### config.mk
export PLATFORM = sky130hd
export DESIGN_NAME = cca_top
export DESIGN_NICKNAME = d
export VERILOG_FILES = /design/src/rtl/cca_pkg.sv /design/src/rtl/cca_sync.sv /design/src/rtl/cca_timebase.sv /design/src/rtl/cca_channel.sv /design/src/rtl/cca_top.sv
export SDC_FILE = /design/constraint.sdc
export NUM_CORES = 1
export LEC_CHECK = 0
export BUFFER_PORTS_ARGS = -buffer_cell sky130_fd_sc_hd__buf_2
export CORE_MARGIN = 2
export CORE_UTILIZATION = 39
export DETAILED_ROUTE_END_ITERATION = 16
export GPL_ROUTABILITY_DRIVEN = 0
export PLACE_DENSITY = 0.64
export SYNTH_ARGS = -nofsm -noshare
export SYNTH_HDL_FRONTEND = slang
export SYNTH_SLANG_ARGS = --single-unit
export TNS_END_PERCENT = 20
### constraint.sdc
create_clock -name clk -period 2.5 [get_ports clk]
set_clock_uncertainty 0.2 [all_clocks]
set_input_delay 0.375 -clock clk [delete_from_list [all_inputs] [get_ports clk]]
set_output_delay 0.375 -clock clk [all_outputs]
set_load 0.005 [all_outputs]
### src/rtl/cca_pkg.sv
// Package: shared constants for the compare/capture counter array.
// Assumes byte-wide writes and a 16-bit counter split into two bytes.
package cca_pkg;
    localparam int CNT_W   = 16;
    localparam int BYTE_W  = 8;

    // Fixed address map (block-level addresses)
    localparam int A_CTRL   = 0;
    localparam int A_CNT_LO = 1;
    localparam int A_CNT_HI = 2;
    localparam int A_CLR    = 3;
    localparam int A_CH0    = 8;
    localparam int CH_STRIDE = 4;

    // Mode byte bit positions
    localparam int M_ARM    = 6;
    localparam int M_CAPR   = 5;
    localparam int M_CAPF   = 4;
    localparam int M_MATCH  = 3;
    localparam int M_TOGGLE = 2;
    localparam int M_PWM    = 1;

    // Control byte bit positions
    localparam int C_RUN    = 0;
    localparam int C_FREEZE = 1;
    localparam int C_SEL_LO = 2;

    // Flag clear byte: overflow clear bit
    localparam int CLR_OVF  = 7;

    typedef enum logic [1:0] {
        SRC_DIV_SLOW = 2'd0,
        SRC_DIV_FAST = 2'd1,
        SRC_T0_OVF   = 2'd2,
        SRC_EXT_PIN  = 2'd3
    } cnt_src_e;
endpackage

### src/rtl/cca_sync.sv
// Module: two-stage synchronizer with a third stage for edge detection.
// Assumes the input is asynchronous and held at least two clocks per level.
module cca_sync #(
    parameter int STAGES = 2
) (
    input  logic clk,
    input  logic rst_n,
    input  logic async_i,
    output logic level_o,
    output logic rise_o,
    output logic fall_o
);
    logic [STAGES:0] pipe_q;

    // Shift the asynchronous input through the flop chain
    always_ff @(posedge clk) begin
        if (!rst_n) pipe_q <= '0;
        else        pipe_q <= {pipe_q[STAGES-1:0], async_i};
    end

    assign level_o = pipe_q[STAGES-1];
    assign rise_o  = pipe_q[STAGES-1] & ~pipe_q[STAGES];
    assign fall_o  = ~pipe_q[STAGES-1] & pipe_q[STAGES];
endmodule

### src/rtl/cca_timebase.sv
// Module: shared counter, its prescaler, source select, run/idle gating and
// overflow flag. Assumes DIV_SLOW is even so that bit 0 of the prescaler
// provides the divide-by-2 step.
module cca_timebase
    import cca_pkg::*;
#(
    parameter int DIV_SLOW = 6
) (
    input  logic              clk,
    input  logic              rst_n,
    input  logic              idle_i,
    input  logic              t0_ovf_i,
    input  logic              ext_rise_i,
    input  logic              wr_ctrl_i,
    input  logic              wr_lo_i,
    input  logic              wr_hi_i,
    input  logic              ovf_clr_i,
    input  logic [BYTE_W-1:0] wr_data_i,
    output logic [CNT_W-1:0]  cnt_o,
    output logic              step_o,
    output logic              step_d_o,
    output logic              lo_wrap_o,
    output logic              ovf_flag_o
);
    localparam int PRE_W = $clog2(DIV_SLOW);

    logic [PRE_W-1:0]  pre_q;
    logic [3:0]        ctrl_q;
    logic [CNT_W-1:0]  cnt_q;
    logic              step_d_q;
    logic              ovf_q;
    logic              src_step;
    logic              enabled;
    cnt_src_e          src;

    assign src     = cnt_src_e'(ctrl_q[C_SEL_LO +: 2]);
    assign enabled = ctrl_q[C_RUN] & ~(ctrl_q[C_FREEZE] & idle_i);

    // Free-running prescaler for the two internal rates
    always_ff @(posedge clk) begin
        if (!rst_n)                           pre_q <= '0;
        else if (pre_q == PRE_W'(DIV_SLOW-1)) pre_q <= '0;
        else                                  pre_q <= pre_q + 1'b1;
    end

    // Pick the step request of the selected source
    always_comb begin
        unique case (src)
            SRC_DIV_SLOW: src_step = (pre_q == PRE_W'(DIV_SLOW-1));
            SRC_DIV_FAST: src_step = pre_q[0];
            SRC_T0_OVF:   src_step = t0_ovf_i;
            default:      src_step = ext_rise_i;
        endcase
    end

    assign step_o    = src_step & enabled;
    assign lo_wrap_o = step_o & (cnt_q[BYTE_W-1:0] == '1);

    // Control byte register
    always_ff @(posedge clk) begin
        if (!rst_n)         ctrl_q <= '0;
        else if (wr_ctrl_i) ctrl_q <= wr_data_i[3:0];
    end

    // Counter: byte writes override stepping
    always_ff @(posedge clk) begin
        if (!rst_n)       cnt_q <= '0;
        else if (wr_lo_i) cnt_q <= {cnt_q[CNT_W-1:BYTE_W], wr_data_i};
        else if (wr_hi_i) cnt_q <= {wr_data_i, cnt_q[BYTE_W-1:0]};
        else if (step_o)  cnt_q <= cnt_q + 1'b1;
    end

    // Mark the clock after a step so channels compare the new value once
    always_ff @(posedge clk) begin
        if (!rst_n) step_d_q <= 1'b0;
        else        step_d_q <= step_o & ~wr_lo_i & ~wr_hi_i;
    end

    // Overflow flag: set on wrap, cleared by software, set wins
    always_ff @(posedge clk) begin
        if (!rst_n)                                       ovf_q <= 1'b0;
        else if (step_o && !wr_lo_i && !wr_hi_i && cnt_q == '1) ovf_q <= 1'b1;
        else if (ovf_clr_i)                               ovf_q <= 1'b0;
    end

    assign cnt_o      = cnt_q;
    assign step_d_o   = step_d_q;
    assign ovf_flag_o = ovf_q;


    ovf_set_chk: assert property (@(posedge clk) disable iff (!rst_n)
        (step_o && !wr_lo_i && !wr_hi_i && cnt_q == '1) |=> (ovf_q && cnt_q == '0));


    cnt_hold_chk: assert property (@(posedge clk) disable iff (!rst_n)
        (!ctrl_q[C_RUN] && !wr_lo_i && !wr_hi_i) |=> $stable(cnt_q));
endmodule

### src/rtl/cca_channel.sv
// Module: one compare/capture channel. Holds the mode byte and the 16-bit
// compare/capture register, and implements capture, match, toggle and PWM.
// Assumes step_d_i pulses for one clock after each counter step and
// lo_wrap_i pulses on the step that rolls the low counter byte to zero.
module cca_channel
    import cca_pkg::*;
(
    input  logic              clk,
    input  logic              rst_n,
    input  logic [CNT_W-1:0]  cnt_i,
    input  logic              step_d_i,
    input  logic              lo_wrap_i,
    input  logic              pin_rise_i,
    input  logic              pin_fall_i,
    input  logic              wr_mode_i,
    input  logic              wr_lo_i,
    input  logic              wr_hi_i,
    input  logic              flag_clr_i,
    input  logic [BYTE_W-1:0] wr_data_i,
    output logic              flag_o,
    output logic              pin_o,
    output logic [CNT_W-1:0]  ccr_o
);
    logic [BYTE_W-1:0] mode_q;
    logic [BYTE_W-1:0] lo_q;
    logic [BYTE_W-1:0] hi_q;
    logic              tog_q;
    logic              flag_q;
    logic              armed;
    logic              pwm_on;
    logic              match_on;
    logic              match_hit;
    logic              cap_hit;

    assign armed     = mode_q[M_ARM];
    assign pwm_on    = armed & mode_q[M_PWM];
    assign match_on  = armed & mode_q[M_MATCH] & ~mode_q[M_PWM];
    assign match_hit = match_on & step_d_i & (cnt_i == {hi_q, lo_q});
    assign cap_hit   = (mode_q[M_CAPR] & pin_rise_i) | (mode_q[M_CAPF] & pin_fall_i);

    // Mode byte; compare byte writes move the arm bit
    always_ff @(posedge clk) begin
        if (!rst_n)         mode_q <= '0;
        else if (wr_mode_i) mode_q <= wr_data_i;
        else if (wr_lo_i)   mode_q[M_ARM] <= 1'b0;
        else if (wr_hi_i)   mode_q[M_ARM] <= 1'b1;
    end

    // Low compare byte: write, capture, or PWM reload from the high byte
    always_ff @(posedge clk) begin
        if (!rst_n)                 lo_q <= '0;
        else if (wr_lo_i)           lo_q <= wr_data_i;
        else if (cap_hit)           lo_q <= cnt_i[BYTE_W-1:0];
        else if (pwm_on && lo_wrap_i) lo_q <= hi_q;
    end

    // High compare byte: write or capture
    always_ff @(posedge clk) begin
        if (!rst_n)       hi_q <= '0;
        else if (wr_hi_i) hi_q <= wr_data_i;
        else if (cap_hit) hi_q <= cnt_i[CNT_W-1:BYTE_W];
    end

    // Output toggle on a match in toggle mode
    always_ff @(posedge clk) begin
        if (!rst_n)                             tog_q <= 1'b0;
        else if (match_hit && mode_q[M_TOGGLE]) tog_q <= ~tog_q;
    end

    // Event flag: set on match or capture, cleared by software, set wins
    always_ff @(posedge clk) begin
        if (!rst_n)                   flag_q <= 1'b0;
        else if (match_hit || cap_hit) flag_q <= 1'b1;
        else if (flag_clr_i)          flag_q <= 1'b0;
    end

    assign pin_o  = pwm_on ? (cnt_i[BYTE_W-1:0] >= lo_q) : tog_q;
    assign flag_o = flag_q;
    assign ccr_o  = {hi_q, lo_q};


    lo_disarm_chk: assert property (@(posedge clk) disable iff (!rst_n)
        (wr_lo_i && !wr_mode_i) |=> !mode_q[M_ARM]);


    hi_arm_chk: assert property (@(posedge clk) disable iff (!rst_n)
        (wr_hi_i && !wr_lo_i && !wr_mode_i) |=> mode_q[M_ARM]);


    pwm_reload_chk: assert property (@(posedge clk) disable iff (!rst_n)
        (pwm_on && lo_wrap_i && !wr_lo_i && !cap_hit) |=> (lo_q == $past(hi_q)));


    capture_chk: assert property (@(posedge clk) disable iff (!rst_n)
        (cap_hit && !wr_lo_i && !wr_hi_i) |=> (flag_q && ccr_o == $past(cnt_i)));


    toggle_chk: assert property (@(posedge clk) disable iff (!rst_n)
        (match_hit && mode_q[M_TOGGLE]) |=> (tog_q != $past(tog_q)));
endmodule

### src/rtl/cca_top.sv
// Module: compare/capture counter array top. Decodes byte writes, hosts the
// shared timebase and replicates one channel per NMOD.
// Assumes ADDR_W covers A_CH0 + CH_STRIDE*NMOD.
module cca_top
    import cca_pkg::*;
#(
    parameter int NMOD     = 5,
    parameter int ADDR_W   = 5,
    parameter int DIV_SLOW = 6
) (
    input  logic                  clk,
    input  logic                  rst_n,
    input  logic                  idle_i,
    input  logic                  t0_ovf_i,
    input  logic                  ext_cnt_i,
    input  logic [NMOD-1:0]       cex_i,
    input  logic                  wr_en_i,
    input  logic [ADDR_W-1:0]     wr_addr_i,
    input  logic [BYTE_W-1:0]     wr_data_i,
    output logic [CNT_W-1:0]      cnt_o,
    output logic                  ovf_flag_o,
    output logic [NMOD-1:0]       mod_flag_o,
    output logic [NMOD-1:0]       cex_o,
    output logic [NMOD*CNT_W-1:0] ccr_o
);
    logic ext_rise;
    logic ext_level;
    logic ext_fall;
    logic step;
    logic step_d;
    logic lo_wrap;
    logic wr_ctrl;
    logic wr_clr;

    assign wr_ctrl = wr_en_i && (wr_addr_i == ADDR_W'(A_CTRL));
    assign wr_clr  = wr_en_i && (wr_addr_i == ADDR_W'(A_CLR));

    cca_sync u_ext_sync (
        .clk     (clk),
        .rst_n   (rst_n),
        .async_i (ext_cnt_i),
        .level_o (ext_level),
        .rise_o  (ext_rise),
        .fall_o  (ext_fall)
    );

    cca_timebase #(.DIV_SLOW(DIV_SLOW)) u_tb (
        .clk        (clk),
        .rst_n      (rst_n),
        .idle_i     (idle_i),
        .t0_ovf_i   (t0_ovf_i),
        .ext_rise_i (ext_rise),
        .wr_ctrl_i  (wr_ctrl),
        .wr_lo_i    (wr_en_i && (wr_addr_i == ADDR_W'(A_CNT_LO))),
        .wr_hi_i    (wr_en_i && (wr_addr_i == ADDR_W'(A_CNT_HI))),
        .ovf_clr_i  (wr_clr && wr_data_i[CLR_OVF]),
        .wr_data_i  (wr_data_i),
        .cnt_o      (cnt_o),
        .step_o     (step),
        .step_d_o   (step_d),
        .lo_wrap_o  (lo_wrap),
        .ovf_flag_o (ovf_flag_o)
    );

    for (genvar k = 0; k < NMOD; k++) begin : g_ch
        localparam int BASE = A_CH0 + CH_STRIDE * k;
        logic pin_lvl;
        logic pin_rise;
        logic pin_fall;

        cca_sync u_pin_sync (
            .clk     (clk),
            .rst_n   (rst_n),
            .async_i (cex_i[k]),
            .level_o (pin_lvl),
            .rise_o  (pin_rise),
            .fall_o  (pin_fall)
        );

        cca_channel u_ch (
            .clk        (clk),
            .rst_n      (rst_n),
            .cnt_i      (cnt_o),
            .step_d_i   (step_d),
            .lo_wrap_i  (lo_wrap),
            .pin_rise_i (pin_rise),
            .pin_fall_i (pin_fall),
            .wr_mode_i  (wr_en_i && (wr_addr_i == ADDR_W'(BASE))),
            .wr_lo_i    (wr_en_i && (wr_addr_i == ADDR_W'(BASE + 1))),
            .wr_hi_i    (wr_en_i && (wr_addr_i == ADDR_W'(BASE + 2))),
            .flag_clr_i (wr_clr && wr_data_i[k]),
            .wr_data_i  (wr_data_i),
            .flag_o     (mod_flag_o[k]),
            .pin_o      (cex_o[k]),
            .ccr_o      (ccr_o[k*CNT_W +: CNT_W])
        );
    end


    step_src_chk: assert property (@(posedge clk) disable iff (!rst_n)
        (step && !wr_en_i) |=> (cnt_o == $past(cnt_o) + 1'b1));


    flag_keep_chk: assert property (@(posedge clk) disable iff (!rst_n)
        (!wr_clr && mod_flag_o != '0) |=> ((mod_flag_o & $past(mod_flag_o)) == $past(mod_flag_o)));
endmodule

==> impl_results.md, run 1 <==
- Clk Tree Root Cell: clkbuf_16
- Number of flops mapped to enable cells by yosys: 0
- DPL Wire Length: 23400 microns
- Post-synthesis sequential area ratio: 35.7%
- FMAX: 0.344 GHz
- Outcome: finished, violations left
- Area contributors post-synth: dfxtp_1 (36%), a21oi_1 (6.9%), ha_1 (5.9%)
- Worst EP arrival: 2.33 ns
- Fin. Hold Viols: 0
- Reg2reg end: g_ch[0].u_ch.tog_q
- Worst-path clk slew: 0.06 ns
- Failing checks: negative setup slack
- Vias in the first global route: 8282
- Initial core utilization: 40.0%
- Largest net degree at the start of global routing: 39
- Wire per inst: 21.3 microns
- Syn Inst Count: 1075
- Worst path slowest cell: dfxtp_4
- Layout Area Growth over Synthesis: 22.2%
- Worst Setup End Kind: output port
- Final setup fails: 6
- PortBufs: 130
- Die X: 157 microns
- CTS Buf Count: 17
- Nets: 1291
- Hold WC Path Type: primary input to register
- CTS Sinks: 163
- Max-Cap Viols: 0
- First-pass DRT Iterations: 5
- R2r setup slk: -0.22 ns
- Worst slack, placed: -0.0352 ns
- Final Worst Setup Slack: -0.405 ns
- Die area: 0.0247 sq mm
- Pwr/cell area: 526 mW/mm^2
- ANT cells: 0
- Layout cell share with drive strength beyond 1: 23.9%
- Synth Flop Type: dfxtp_1
- Startpoint Class: register
- Ys async rst share: 0%
- IO Count: 131
- Layout fillers: 2206
- Routed Wire Length: 33000 microns
- First-pass GRT wire length: 49500 microns
- #FFs+latches synth: 163
- GRT overflow: 0
- Yosys top cell area share: 35.7%
- CP peak stage delay: 0.37 ns
- Worst vdd ir: 0.310 mV
- Vias per cell: 5.80
- Initial antenna violation count: 3
- Cell area after layout: 0.0112 sq mm
- Post-layout min period: 2.91 ns
- Hold Startpoint: wr_addr_i[0]
- Rel. slew slack: 37.6%
- R2r startpoint: u_tb.cnt_o[0]
- CTS tree: done
- Worst Path Max Fanout: 5
- Yosys warns: 0
- Die Height: 157 microns
- Post-synthesis cell area: 0.00913 sq mm
- DR iter-0 viols: 820
- Clock Path Buffers: 2
- Area leader, netlist: dfxtp_1
- H-tree levels: 4
- Post-route core utilization: 48.8%
- Lkg Pwr: 4.47 nW
- Worst hold endpoint: g_ch[3].u_ch.mode_q[6]
- Syn_nets: 1142
- Antenna-violating nets left: 0
- Synth Area per Inst: 8.50 sq um
- GRT Util Overall: 26.5%
- Cells along the critical path: clkinvlp_4, buf_4, buf_4, ha_1, nor2b_1, o21a_1, o21a_1, o21bai_1, a31oi_1, buf_2
- Hold Slack: 0.133 ns
- FP Rows: 55
- Placed cell area: 0.0104 sq mm
- Critical path required time: 1.92 ns
- Detailed-route via count: 8978
- Worst path bufs/invs: 4
- Setup repair after global routing missed its margin: yes
- Final cycle utilization of the critical path: 116%
- Core ar.: 0.0228 sq mm
- R2R depth: 9
- Least-Margin Pin Slew: 0.936 ns
- Setup TNS: -2.13 ns
- Critical path class: register to output port
- Top cell family by delay on the critical path: buffers and inverters
- Worst skew pair latency: 0.44 ns
- Worst hold path cell count: 4
- Slew Viols, Final: 0
- Netlist cell types: 66
- Drc violations: 0
-- area by class of cell --
cell class                 count  area [sq um]  share of cell area [%]
multi-input combinational    766          5300                    47.5
sequential                   163          3270                    29.3
timing repair buffer         217          1360                    12.2
clock buffer                  23           488                    4.37
tap                          313           392                    3.51
inverter                      59           225                    2.02
clock inverter                 8           125                    1.12
-- cells by family after synthesis --
group	after synthesis	synth area share, %
AND/OR/NAND/NOR	288	16.6
adder cells (fa/ha/maj)	43	5.89
buffers and inverters	146	6.91
XOR/XNOR	55	5.27
flip-flops	163	35.7
multiplexers	73	8.33
AO/OA/AOI/OAI	307	21.3
-- registers in the layout, indices dropped and copies added (netlist names) --
name and cells:
g_ch.u_ch.tog_q 5, u_tb.ctrl_q 4, g_ch.u_ch.lo_q 40, u_tb.pre_q 3
g_ch.u_pin_sync.pipe_q 15, g_ch.u_ch.hi_q 40, u_tb.ovf_flag_o 1, u_ext_sync.pipe_q 3
u_tb.step_d_o 1, u_tb.cnt_o 16, g_ch.u_ch.mode_q 30, g_ch.u_ch.flag_o 5
-- metal layers --
layer  routed length (microns)  global-route usage [%]  vias up
li1                          -                       -     4165
met1                     13600                    34.8     4266
met2                     15000                    41.6      443
met3                      2950                    5.64      100
met4                      1340                    12.5        4
met5                        24                       0        -
-- worst max path at each step --
stage / from / to / slack (ns) / depth (start not counted)
after detailed placement: u_tb.cnt_o[0] / cex_o[2] / -0.04 / 8
after CTS: u_tb.cnt_o[0] / cex_o[2] / -0.38 / 8
after global routing: u_tb.cnt_o[0] / cex_o[3] / -0.50 / 8
after global placement: u_tb.cnt_o[0] / cex_o[2] / -0.02 / 8
after floorplan: u_tb.cnt_o[0] / g_ch[0].u_ch.tog_q / 0.03 / 7
final: u_tb.cnt_o[0] / cex_o[0] / -0.41 / 10
-- synthesized netlist by cell type, types with 5 or more instances --
library cell and count:
a2111oi_0 13, a211oi_1 6, a21o_1 11, a21oi_1 125
a22oi_1 6, a311oi_1 14, a31oi_1 5, and2_1 22
buf_1 5, buf_2 21, buf_4 11, clkbuf_1 48
dfxtp_1 163, ha_1 43, inv_1 58, mux2_2 24
mux2i_1 49, nand2_1 84, nand2b_1 9, nand3_1 46
nand3b_1 7, nand4_1 19, nor2_1 43, nor2b_1 9
nor3_1 8, nor4_1 12, o21a_1 5, o21ai_0 67
o21ai_1 5, o22ai_1 25, xnor2_1 18, xor2_1 37
-- worst register-to-register path, stage by stage (launching register included) --
cell and delay [ns]:
dfxtp_4 0.37, clkinvlp_4 0.17, buf_4 0.18, buf_4 0.12, ha_1 0.27, nand4_1 0.08
or2_1 0.23, or4_4 0.56, or3_1 0.33, a21oi_1 0.14
-- through the flow --
step           total power, mW  instances
5_1_grt                   6.03       1549
3_5_place_dp              3.13       1508
3_3_place_gp              3.12       1508
6_report                  5.87       1549
2_1_floorplan             2.95       1075
4_1_cts                   5.88       1548
-- what timing repair did --
action                                  4_1_cts  5_1_grt
endpoints found under the setup margin        6        8
endpoints found under the hold margin         6        0
hold buffers                                  6        0
setup buffers                                 3        1
pin swaps                                     1        0
gates resized for setup                       7        7
-- power by group --
part           total, mW  switching (mW)  internal (mW)
logic              0.427           0.279          0.148
registers           2.67          0.0352           2.63
clock network       2.78            1.11           1.67
-- placed cells by master (no fill, tap or decap), types with 46 or more instances in the layout --
master | synthesis | layout
mux2i_1 | 49 | 49
nand2_1 | 84 | 84
o21ai_0 | 67 | 67
buf_2 | 21 | 130
a21oi_1 | 125 | 124
nand3_1 | 46 | 46
dfxtp_1 | 163 | 162
inv_1 | 58 | 57
buf_4 | 11 | 78
Note: power is estimated with default switching activity, not from simulation.
==> inputs of run 2 (changes only) <==
- RECOVER_POWER: unset -> 50
==> impl_results.md, run 2 (synthesis results as in run 1) <==
- Outcome: finished, violations left
- Failing checks: max-capacitance violations, max-slew violations, negative setup slack
- Layout fillers: 2237
- Fin. Hold Viols: 0
- Initial antenna violation count: 3
- Worst Setup End Kind: output port
- Clock Path Buffers: 2
- Vias per cell: 5.78
- Pwr/cell area: 530 mW/mm^2
- Worst skew pair latency: 0.43 ns
- FP Rows: 55
- GRT Util Overall: 26.5%
- Antenna-violating nets left: 0
- Most common cell after layout, fill and taps aside: dfxtp_1
- Largest net degree at the start of global routing: 39
- Final setup fails: 11
- CTS Buf Count: 17
- Final cycle utilization of the critical path: 117%
- Least-Margin Pin Slew: 1.60 ns
- R2R depth: 9
- Critical path required time: 1.92 ns
- Post-layout min period: 2.92 ns
- Nets: 1291
- Lkg Pwr: 4.23 nW
- Startpoint Class: register
- H-tree levels: 4
- Die X: 157 microns
- First-pass GRT wire length: 49500 microns
- Worst hold path cell count: 4
- Setup TNS: -2.29 ns
- Hold WC Path Type: primary input to register
- Worst Path Max Fanout: 5
- Vias in the first global route: 8282
- Detailed-route via count: 8951
- Worst vdd ir: 0.308 mV
- Final Worst Setup Slack: -0.419 ns
- Critical path class: register to output port
- FMAX: 0.343 GHz
- Slew Viols, Final: 34
- Drc violations: 0
- First-pass DRT Iterations: 5
- DPL Wire Length: 23400 microns
- Routed Wire Length: 33000 microns
- Clk Tree Root Cell: clkbuf_16
- Biggest regs: g_ch.u_ch.hi_q: 40 flops, g_ch.u_ch.lo_q: 40 flops, g_ch.u_ch.mode_q: 30 flops
- Most frequent cells in the layout: dfxtp_1 (162), a21oi_1 (124), nand2_1 (84), buf_2 (84), buf_4 (71)
- Initial core utilization: 40.0%
- Wire per inst: 21.3 microns
- Layout cell share with drive strength beyond 1: 19.6%
- Worst EP arrival: 2.34 ns
- Max-Cap Viols: 1
- ANT cells: 0
- PortBufs: 130
- CTS tree: done
- Core ar.: 0.0228 sq mm
- GRT overflow: 0
- Rel. slew slack: -6.87%
- IO Count: 131
- CTS Sinks: 163
- Hold Slack: 0.139 ns
- Setup repair after global routing missed its margin: yes
- Die area: 0.0247 sq mm
- Layout Area Growth over Synthesis: 21.1%
- Die Height: 157 microns
- Worst-path clk slew: 0.06 ns
- DR iter-0 viols: 882
[run 2: power breakdown]
| part | total [mW] | leakage (nW) | internal [mW] | switching (mW) |
|---|---|---|---|---|
| sequential | 2.67 | 1.32 | 2.63 | 0.0355 |
| clock | 2.77 | 0.288 | 1.67 | 1.10 |
| combinational | 0.418 | 2.62 | 0.141 | 0.277 |
| total | 5.86 | 4.23 | 4.45 | 1.41 |
[run 2: per-stage QoR]
| stage | area (sq um) | setup slack, ns | power (mW) | utilization (%) | std cells |
|---|---|---|---|---|---|
| after floorplan | 9130 | 0.0334 | 2.95 | - | 1075 |
| after global placement | 10400 | -0.0210 | 3.12 | 45.5 | 1508 |
| after detailed placement | 10400 | -0.0352 | 3.13 | 45.5 | 1508 |
| after CTS | 11100 | -0.379 | 5.88 | 48.7 | 1548 |
| after global routing | 11100 | -0.500 | 6.03 | 48.4 | 1549 |
| final | 11100 | -0.419 | 5.86 | 48.4 | 1549 |
[run 2: what timing repair did]
action / 4_1_cts / 5_1_grt
gates resized for setup: 7 / 7
hold endpoints to repair: 6 / 0
buffers inserted: 3 / 1
pin swaps: 1 / 0
hold buffers: 6 / 0
cloned: 0 / 0
endpoints found under the setup margin: 6 / 8
[run 2: path summary, 6_finish.rpt]
| kind | start | endpoint | slack (ns) |
|---|---|---|---|
| worst min-delay path | wr_addr_i[0] | g_ch[3].u_ch.mode_q[6] | 0.14 |
| worst min register to register | g_ch[0].u_pin_sync.pipe_q[0] | g_ch[0].u_pin_sync.pipe_q[1] | 0.23 |
| worst max register to register | u_tb.cnt_o[0] | g_ch[0].u_ch.tog_q | -0.21 |
| worst max-delay path | u_tb.cnt_o[5] | cex_o[4] | -0.42 |
[run 2: layout make-up]
type	count	area (sq um)	share of cell area, %
sequential	163	3270	29.5
multi-input combinational	766	5290	47.8
clock inverter	8	125	1.13
tap	313	392	3.54
timing repair buffer	217	1270	11.5
clock buffer	23	488	4.41
inverter	59	225	2.04
[run 2: per-layer routing]
layer,wire length (microns),GRT usage [%],vias to the layer above
li1,-,-,4164
met3,3140,5.64,102
met4,1390,12.5,4
met5,24,0,-
met2,14900,41.6,460
met1,13500,34.8,4221
[run 2: worst max-delay path, stage by stage, from the launching register on]
cell	delay, ns
dfxtp_1	0.37
clkbuf_1	0.32
ha_1	0.31
a21o_1	0.16
a21o_1	0.16
a21oi_1	0.25
a41oi_2	0.18
buf_2	0.16
